### src/rtl/lcdsnoop_pkg.sv
package lcdsnoop_pkg;

  localparam int SEG_PER_DIGIT = 7;
  localparam int BCD_W         = 4;

  typedef enum logic [1:0] {
    ST_ARM,
    ST_WAIT,
    ST_HOLD
  } snoopState_e;

  // strobes from control to datapath
  typedef struct packed {
    logic sample;
  } ctlStrobe_t;

  // lit set (a = bit 0 .. g = bit 6) -> {invalid, bcd}
  function automatic logic [4:0] decodeGlyph(input logic [6:0] lit);
    logic [4:0] res;
    case (lit)
      7'h3F:   res = 5'h00;
      7'h06:   res = 5'h01;
      7'h5B:   res = 5'h02;
      7'h4F:   res = 5'h03;
      7'h66:   res = 5'h04;
      7'h6D:   res = 5'h05;
      7'h7D:   res = 5'h06;
      7'h07:   res = 5'h07;
      7'h7F:   res = 5'h08;
      7'h6F:   res = 5'h09;
      default: res = 5'h1F;
    endcase
    return res;
  endfunction

endpackage

### src/rtl/lcdsnoop_dp.sv
module lcdsnoop_dp
  import lcdsnoop_pkg::*;
#(
  parameter int DIGITS      = 4,
  parameter int SYNC_STAGES = 2,
  parameter int STABLE_CYC  = 16,
  parameter bit TRIG_RISING = 1'b1
) (
  input  logic                      clk,
  input  logic                      rstN,
  input  logic [DIGITS*SEG_PER_DIGIT-1:0] segIn,
  input  logic                      bpIn,
  input  ctlStrobe_t                ctl,
  output logic                      trigEdge,
  output logic [DIGITS*BCD_W-1:0]   result,
  output logic [DIGITS-1:0]         digitInvalid,
  output logic                      resultValid
);

  localparam int SEGW  = DIGITS * SEG_PER_DIGIT;
  localparam int STB_W = $clog2(STABLE_CYC + 1);

  // synchronizer chain for backplane and all segment lines together
  logic [SYNC_STAGES-1:0][SEGW:0] syncPipe;
  logic                           bpSync;
  logic [SEGW-1:0]                segSync;

  always_ff @(posedge clk or negedge rstN) begin
    if (!rstN) syncPipe <= '0;
    else       syncPipe <= {syncPipe[SYNC_STAGES-2:0], {bpIn, segIn}};
  end

  assign bpSync  = syncPipe[SYNC_STAGES-1][SEGW];
  assign segSync = syncPipe[SYNC_STAGES-1][SEGW-1:0];

  // stability filter on the backplane
  logic             bpStable;
  logic [STB_W-1:0] stbCnt;

  always_ff @(posedge clk or negedge rstN) begin
    if (!rstN) begin
      bpStable <= 1'b0;
      stbCnt   <= '0;
      trigEdge <= 1'b0;
    end else begin
      trigEdge <= 1'b0;
      if (bpSync == bpStable) begin
        stbCnt <= '0;
      end else if (stbCnt == STB_W'(STABLE_CYC - 1)) begin
        bpStable <= bpSync;
        stbCnt   <= '0;
        trigEdge <= (bpSync == TRIG_RISING);
      end else begin
        stbCnt <= stbCnt + 1'b1;
      end
    end
  end

  // phase recovery and per-digit decode
  logic [SEGW-1:0]         litVec;
  logic [DIGITS*BCD_W-1:0] nextResult;
  logic [DIGITS-1:0]       nextInvalid;

  assign litVec = segSync ^ {SEGW{bpSync}};

  for (genvar k = 0; k < DIGITS; k++) begin : g_digit
    assign {nextInvalid[k], nextResult[k*BCD_W +: BCD_W]} =
      decodeGlyph(litVec[k*SEG_PER_DIGIT +: SEG_PER_DIGIT]);
  end

  always_ff @(posedge clk or negedge rstN) begin
    if (!rstN) begin
      result       <= '0;
      digitInvalid <= '0;
      resultValid  <= 1'b0;
    end else begin
      resultValid <= ctl.sample;
      if (ctl.sample) begin
        result       <= nextResult;
        digitInvalid <= nextInvalid;
      end
    end
  end

endmodule

### src/rtl/lcdsnoop_ctrl.sv
module lcdsnoop_ctrl
  import lcdsnoop_pkg::*;
#(
  parameter int DELAY_CYC = 250000,
  parameter int DELAY_W   = 21
) (
  input  logic       clk,
  input  logic       rstN,
  input  logic       trigEdge,
  input  logic       txDone,
  output ctlStrobe_t ctl,
  output logic       ready
);

  snoopState_e        state;
  logic [DELAY_W-1:0] dlyCnt;
  logic               dlyDone;

  assign dlyDone    = (dlyCnt == DELAY_W'(DELAY_CYC - 1));
  assign ctl.sample = (state == ST_WAIT) && dlyDone;
  assign ready      = (state == ST_ARM);

  always_ff @(posedge clk or negedge rstN) begin
    if (!rstN) begin
      state  <= ST_ARM;
      dlyCnt <= '0;
    end else begin
      case (state)
        ST_ARM: begin
          dlyCnt <= '0;
          if (trigEdge) state <= ST_WAIT;
        end
        ST_WAIT: begin
          if (dlyDone) state  <= ST_HOLD;
          else         dlyCnt <= dlyCnt + 1'b1;
        end
        ST_HOLD: begin
          if (txDone) state <= ST_ARM;
        end
        default: state <= ST_ARM;
      endcase
    end
  end

endmodule

### src/rtl/lcdsnoop_top.sv
module lcdsnoop_top
  import lcdsnoop_pkg::*;
#(
  parameter int DIGITS      = 4,
  parameter int SYNC_STAGES = 2,
  parameter int STABLE_CYC  = 16,
  parameter int DELAY_CYC   = 250000,
  parameter int DELAY_W     = 21,
  parameter bit TRIG_RISING = 1'b1
) (
  input  logic                    clk,
  input  logic                    rstN,
  input  logic [DIGITS*7-1:0]     segIn,
  input  logic                    bpIn,
  input  logic                    txDone,
  output logic [DIGITS*4-1:0]     result,
  output logic [DIGITS-1:0]       digitInvalid,
  output logic                    resultValid,
  output logic                    ready
);

  ctlStrobe_t ctl;
  logic       trigEdge;

  lcdsnoop_dp #(
    .DIGITS(DIGITS), .SYNC_STAGES(SYNC_STAGES),
    .STABLE_CYC(STABLE_CYC), .TRIG_RISING(TRIG_RISING)
  ) u_dp (
    .clk(clk), .rstN(rstN), .segIn(segIn), .bpIn(bpIn), .ctl(ctl),
    .trigEdge(trigEdge), .result(result), .digitInvalid(digitInvalid),
    .resultValid(resultValid)
  );

  lcdsnoop_ctrl #(
    .DELAY_CYC(DELAY_CYC), .DELAY_W(DELAY_W)
  ) u_ctrl (
    .clk(clk), .rstN(rstN), .trigEdge(trigEdge), .txDone(txDone),
    .ctl(ctl), .ready(ready)
  );

endmodule

### config.mk
export PLATFORM = sky130hd
export DESIGN_NAME = lcdsnoop_top
export DESIGN_NICKNAME = d
export VERILOG_FILES = /design/src/rtl/lcdsnoop_pkg.sv /design/src/rtl/lcdsnoop_dp.sv /design/src/rtl/lcdsnoop_ctrl.sv /design/src/rtl/lcdsnoop_top.sv
export SDC_FILE = /design/constraint.sdc
export NUM_CORES = 1
export LEC_CHECK = 0
export ABC_AREA = 1
export BUFFER_PORTS_ARGS = -buffer_cell sky130_fd_sc_hd__buf_2
export CAP_MARGIN = 25
export CORE_ASPECT_RATIO = 1.75
export CORE_MARGIN = 5
export CORE_UTILIZATION = 59
export DETAILED_ROUTE_END_ITERATION = 16
export GPL_TIMING_DRIVEN = 0
export PLACE_DENSITY = 0.88
export SLEW_MARGIN = 40
export SYNTH_ARGS = -nofsm -noshare
export SYNTH_HDL_FRONTEND = slang
export SYNTH_SLANG_ARGS = --single-unit
### constraint.sdc
create_clock -name clk -period 2.1 [get_ports clk]
set_clock_uncertainty 0.15 [all_clocks]
set_input_delay 0.42 -clock clk [delete_from_list [all_inputs] [get_ports clk]]
set_output_delay 0.42 -clock clk [all_outputs]
set_load 0.01 [all_outputs]
==> flow_summary.ini, run 1 <==
[status]
status = completed

[global_route]
antenna_found_initial = 0
gr-total-overflow = 0
grt_usage_pct = 24.9
grt_pass1_vias = 4898
grt_max_degree = 57
grt_first_pass_wirelength_microns = 21400

[setup_path]
r2r-end = u_ctrl.dlyCnt[12]
path_class = flip-flop to flip-flop
critPathLaunch = u_ctrl.dlyCnt[0]
path_common_cell = nand2_1
r2r_cells = 9
ff2ff_setup_slack_ns = 0.07
crit_family = simple AND/OR/NAND/NOR gates
startpoint_type = flip-flop
cp_slowest_cell = dfrtp_1
rr_startpoint = u_ctrl.dlyCnt[0]
cp.arrival_ns = 2.16
worst-path-buf-inv = 1
crit_required_ns = 2.22
cpPeakStageDelay_ns = 0.47
critPathMaxFanout = 5
path_cells = ha_4, nand3_2, nor2_1, nand2_1, nor2_2, inv_1, nor3_1, nand2_1, o21ai_0
cp-end-kind = flip-flop

[yosys]
async_flop_share_pct = 100
ys_warn_count = 0
postSynthRegisterBits = 109
synth_nets = 768
synth_top_area_cell = dfrtp_1
synth_top_cell_area_share_pct = 50.6
ys_seq_area_share_pct = 50.6
synthTopCellsByArea = dfrtp_1 51%, nand2_1 24%, nor2_1 6.1%
synthCells = 734
synth_edf_count = 0
synth_area_per_cell_sq_um = 7.35
netlist_area_sq_um = 5390
yosys_most_used_dff = dfrtp_1
ys_types = 27

[timing]
slew_headroom_pct = 60.4
rsz0062_at_grt = true
hold_viol = 0
fmax_ghz = 0.491
drv_slew = 0
worst_hold_slack_ns = 0.0221
setup_viol = 0
min_period_over_period_pct = 96.9
worst_slew_pin_slew_ns = 0.592
fin_crit_ns = 2.03

[route]
drt_iter0_markers = 424
routedWlPerCell_microns = 14.2
route.detailed.drc = 0
firstDrtPassIters = 6
vias = 4939
routed_wl_microns = 13200
via_per_inst = 5.31
drtAntennaViolNets = 0

[cells_and_area]
design_area_sq_um = 6340
most-common-layout-cells = 333 x nand2_1, 108 x dfrtp_1, 80 x nor2_1, 65 x inv_1, 58 x buf_2
area_growth_pct = 17.6
drive_gt1_share_pct = 15.7
finish.net_count = 840
num-fill-cells = 709
diodes = 0
layout_commonest_cell = nand2_1

[power]
powerDensity_nw_per_um2 = 700
ir_worst_vdd_uv = 532
clkPwrFrac_pct = 41.9
sw_frac_of_total_pct = 24.0
p_int_uw = 3370
leakagePower_uw = 0.00341
seqPwrFrac_pct = 49.4
comb_power_share_pct = 8.6
finalPower_uw = 4440
p_sw_uw = 1070

[clocking]
root_buffer = clkbuf_16
numCtsBuffers = 9
cts.htree.levels = 3
cts.clk_slew.worst_paths_ns = 0.07
cts_sinks = 109
cts_tree = yes
clk_latency_ns = 0.35
cts_buffer_depth = 2

[floorplanning]
core-area_sq_um = 9040
die_w_microns = 82.3
die-area_sq_um = 11200
num_rows = 46
initial_core_util_pct = 59.7
die_y_microns = 136
pin_count = 54

[worst_hold_path]
whs_path_depth = 1
hold_class = input port to flip-flop
hold_path_end = u_dp.syncPipe[14]
hp-start = segIn[14]

[placement]
place.port_buffers = 53
post_dp_cell_area_sq_um = 5850
gp_congestion = 0.962
place_hpwl_microns = 9540

[run]
drv_cap = 0
registers in the layout, indices dropped and copies added, names as in the netlist, 2 cells and up:
signal	flops
u_ctrl.dlyCnt	21
u_ctrl.state	2
u_dp.digitInvalid	4
u_dp.result	16
u_dp.segSync	28
u_dp.stbCnt	5
u_dp.syncPipe	29
kinds of logic after synthesis:
family | count (synthesis) | share of synthesized area [%]
buf+inv | 84 | 6.68
simple gates | 501 | 37.7
fa+ha+maj | 2 | 0.464
flops | 109 | 50.6
compound gates | 26 | 2.62
xor+xnor | 12 | 1.95
synthesized netlist by cell type (all sizes together), types with 3 or more instances:
cell,n
nand2,344
dfrtp,109
nor2,93
inv,67
nand3,35
nor3,14
buf,13
o21ai,12
nand4,10
xor2,10
o22ai,9
a21oi,5
nor4,4
clkbuf,3
routing by layer:
layer	vias to the layer above	share of wire, %	track usage, %
met5	-	0	0
met4	0	5.8	15.5
met3	73	4.4	5.04
met2	200	55	44.6
met1	2270	35	25.1
li1	2396	-	-
worst max-delay path by stage:
| stage | end | cells after the start |
|---|---|---|
| after global placement | u_dp.segSync[4] | 1 |
| after detailed placement | u_ctrl.dlyCnt[0] | 8 |
| after CTS | u_ctrl.dlyCnt[20] | 10 |
| final | u_ctrl.dlyCnt[12] | 9 |
| after global routing | u_ctrl.dlyCnt[14] | 10 |
| after floorplan | u_ctrl.dlyCnt[20] | 10 |
power by group through the flow:
| stage | registers (uW) | clock network, uW | logic (uW) |
|---|---|---|---|
| 3_3_place_gp | 2230 | 0 | 324 |
| 5_1_grt | 2200 | 1940 | 435 |
| 2_1_floorplan | 2220 | 0 | 218 |
| 4_1_cts | 2190 | 1880 | 357 |
| 3_5_place_dp | 2230 | 0 | 349 |
| 6_report | 2190 | 1860 | 384 |
timing repair:
item,CTS,global route
endpoints found under the hold margin,53,0
setup buffers,0,5
gates resized for setup,0,34
hold buffers,1,0
endpoints found under the setup margin,0,40
layout make-up:
type / instances / area (sq um) / area share [%]
Buffer: 16 / 128 / 2.01
Clock buffer: 10 / 239 / 3.77
Clock inverter: 6 / 93.8 / 1.48
Inverter: 68 / 258 / 4.06
Multi-Input combinational cell: 541 / 2370 / 37.4
Sequential cell: 109 / 2730 / 43.0
Tap cell: 120 / 150 / 2.37
Timing Repair Buffer: 61 / 375 / 5.92
metrics by stage:
| step | instances | TNS [ns] | util, % | worst slack (ns) |
|---|---|---|---|---|
| detailed placement | 908 | 0 | 64.7 | 0.0890 |
| floorplan | 734 | 0 | - | 0.375 |
| finish | 931 | 0 | 70.2 | 0.0653 |
| CTS | 925 | 0 | 68.5 | 0.0400 |
| global placement | 907 | -64.41 | 64.3 | -0.602 |
| global route | 931 | -0.0777 | 70.2 | -0.0271 |
No activity file was read; power rests on OpenSTA's default activity.
==> inputs of run 2 (changes only) <==
--- a/config.mk
+++ b/config.mk
@@ -6,7 +6,7 @@
 export NUM_CORES = 1
 export LEC_CHECK = 0
 export ABC_AREA = 1
-export BUFFER_PORTS_ARGS = -buffer_cell sky130_fd_sc_hd__buf_2
+export BUFFER_PORTS_ARGS = -buffer_cell sky130_fd_sc_hd__clkbuf_2
 export CAP_MARGIN = 25
 export CORE_ASPECT_RATIO = 1.75
 export CORE_MARGIN = 5
==> run 2 against run 1 <==
  * Hold slack got worse by 0.0043 ns
  * Global-route usage decreased by 0.096 points
  * Die area is the same
  * Worst setup slack better by 0.024 ns
  * Critical endpoint is now u_ctrl.dlyCnt[20]
  * Via count decreased by 2.0%
  * Wire length down 2.8%
  * Sequential power barely moved
  * Utilization is 1.2 points lower
  * First-iteration DRC count is 20% lower
  * Final area shrank 1.7%
  * Non-clock buffer count down 3
==> flow_summary.ini, run 2 (synthesis gave the netlist of run 1 again) <==
[status]
status = completed

[timing]
fin_crit_ns = 2.01
hold_viol = 0
worst_slew_pin_slew_ns = 0.505
slew_headroom_pct = 66.2
min_period_over_period_pct = 95.7
setup_slack_ns = 0.0893
drv_slew = 0
fmax_ghz = 0.497
setup_viol = 0

[route]
drtAntennaViolNets = 0
routedWlPerCell_microns = 13.9
route.detailed.drc = 0
via_per_inst = 5.22
drt_iter0_markers = 339
firstDrtPassIters = 6
routed_wl_microns = 12800
vias = 4838

[setup_path]
cp.arrival_ns = 2.10
startpoint_type = flip-flop
cp_slowest_cell = dfrtp_1
rr_startpoint = u_ctrl.dlyCnt[0]
r2r_cells = 10
cpPeakStageDelay_ns = 0.39
path_cells = ha_2, nand3_2, nor2_1, nand2_1, nor2_2, inv_1, nor3_1, nand2_1, nor2_1, a21oi_1
crit_required_ns = 2.19
r2r-end = u_ctrl.dlyCnt[20]
critPathMaxFanout = 5
ff2ff_setup_slack_ns = 0.09
path_class = flip-flop to flip-flop
cp-end-kind = flip-flop

[floorplanning]
core-area_sq_um = 9040
die_y_microns = 136
initial_core_util_pct = 59.7
pin_count = 54
num_rows = 46
die_w_microns = 82.3
die-area_sq_um = 11200

[cells_and_area]
finish.net_count = 837
drive_gt1_share_pct = 15.0
area_growth_pct = 15.5
num-fill-cells = 739
most-common-layout-cells = 334 x nand2_1, 108 x dfrtp_1, 80 x nor2_1, 63 x inv_1, 54 x clkbuf_2
largest_register_ffs = 29
regMostFlops = u_dp.syncPipe
final_core_util_pct = 69.0
diodes = 0
layout_commonest_cell = nand2_1

[placement]
place.port_buffers = 53
gp_congestion = 0.975
place_hpwl_microns = 9660
post-place-ws_ns = 0.0442

[global_route]
grt_usage_pct = 24.8
grt_pass1_vias = 4775
antenna_found_initial = 0
gr-total-overflow = 0
grt_max_degree = 70
grt_first_pass_wirelength_microns = 21100

[clocking]
cts_buffer_depth = 2
cts_tree = yes
cts.clk_slew.worst_paths_ns = 0.07
root_buffer = clkbuf_16
cts_sinks = 109
clk_latency_ns = 0.35
numCtsBuffers = 9
cts.htree.levels = 3

[power]
leakagePower_uw = 0.00335
ir_worst_vdd_uv = 672
powerDensity_nw_per_um2 = 661

[worst_hold_path]
hold_path_end = u_dp.syncPipe[14]
hp-start = segIn[14]
whs_path_depth = 1
hold_class = input port to flip-flop

[run]
drv_cap = 0
-- run 2: layout make-up --
type	count	area (sq um)	area share (%)
multi-input cells	541	2350	37.7
plain buffers	16	128	2.05
repair buffers	58	352	5.64
well taps	120	150	2.41
flip-flops and latches	109	2730	43.8
clock buffers	13	260	4.18
inverters	68	258	4.14
clock inverters	1	7.51	0.120
-- run 2: stage by stage --
step	setup TNS [ns]	power [uW]	instances	cell area, sq um	hold slack, ns
CTS	0	4140	923	6120	0.00792
global route	-0.0697	4290	926	6230	0.0180
finish	0	4120	926	6230	0.0178
global placement	-94.11	2550	907	5810	0.181
floorplan	0	2440	734	5390	-0.0256
detailed placement	0	2580	908	5850	0.186
-- run 2: worst max path at each step --
stage / from / endpoint / depth (start not counted)
2_1_floorplan: u_ctrl.dlyCnt[0] / u_ctrl.dlyCnt[20] / 10
3_3_place_gp: rstN / u_dp.segSync[4] / 1
3_5_place_dp: u_ctrl.dlyCnt[0] / u_ctrl.dlyCnt[20] / 10
4_1_cts: u_ctrl.dlyCnt[0] / u_ctrl.dlyCnt[20] / 10
5_1_grt: u_dp.bpSync / u_dp.result[8] / 14
6_report: u_ctrl.dlyCnt[0] / u_ctrl.dlyCnt[20] / 10
-- run 2: critical path, delay by kind of cell (launching register included) --
family          cells  cell delay, ns
simple gates        7            0.99
fa+ha+maj           1            0.23
compound gates      1            0.04
flops               1            0.39
buf+inv             1            0.10
-- run 2: timing repair --
action / 4_1_cts / 5_1_grt
gates resized for setup: 0 / 30
hold endpoints to repair: 40 / 0
setup buffers: 0 / 2
endpoints found under the setup margin: 0 / 39
hold buffers: 1 / 0
-- run 2: per-layer routing --
metal	vias to the layer above	wire length, microns	global-route usage [%]
met3	62	684	4.44
li1	2391	-	-
met5	-	0	0
met2	192	7080	46.1
met4	0	631	13.0
met1	2193	4450	25.0
-- run 2: power by group --
part           leakage (uW)  internal (uW)  total [uW]  switching (uW)
registers           0.00138           2160        2200            34.4
logic               0.00184            125         376             251
clock network      0.000128            856        1550             692
total               0.00335           3140        4120             978
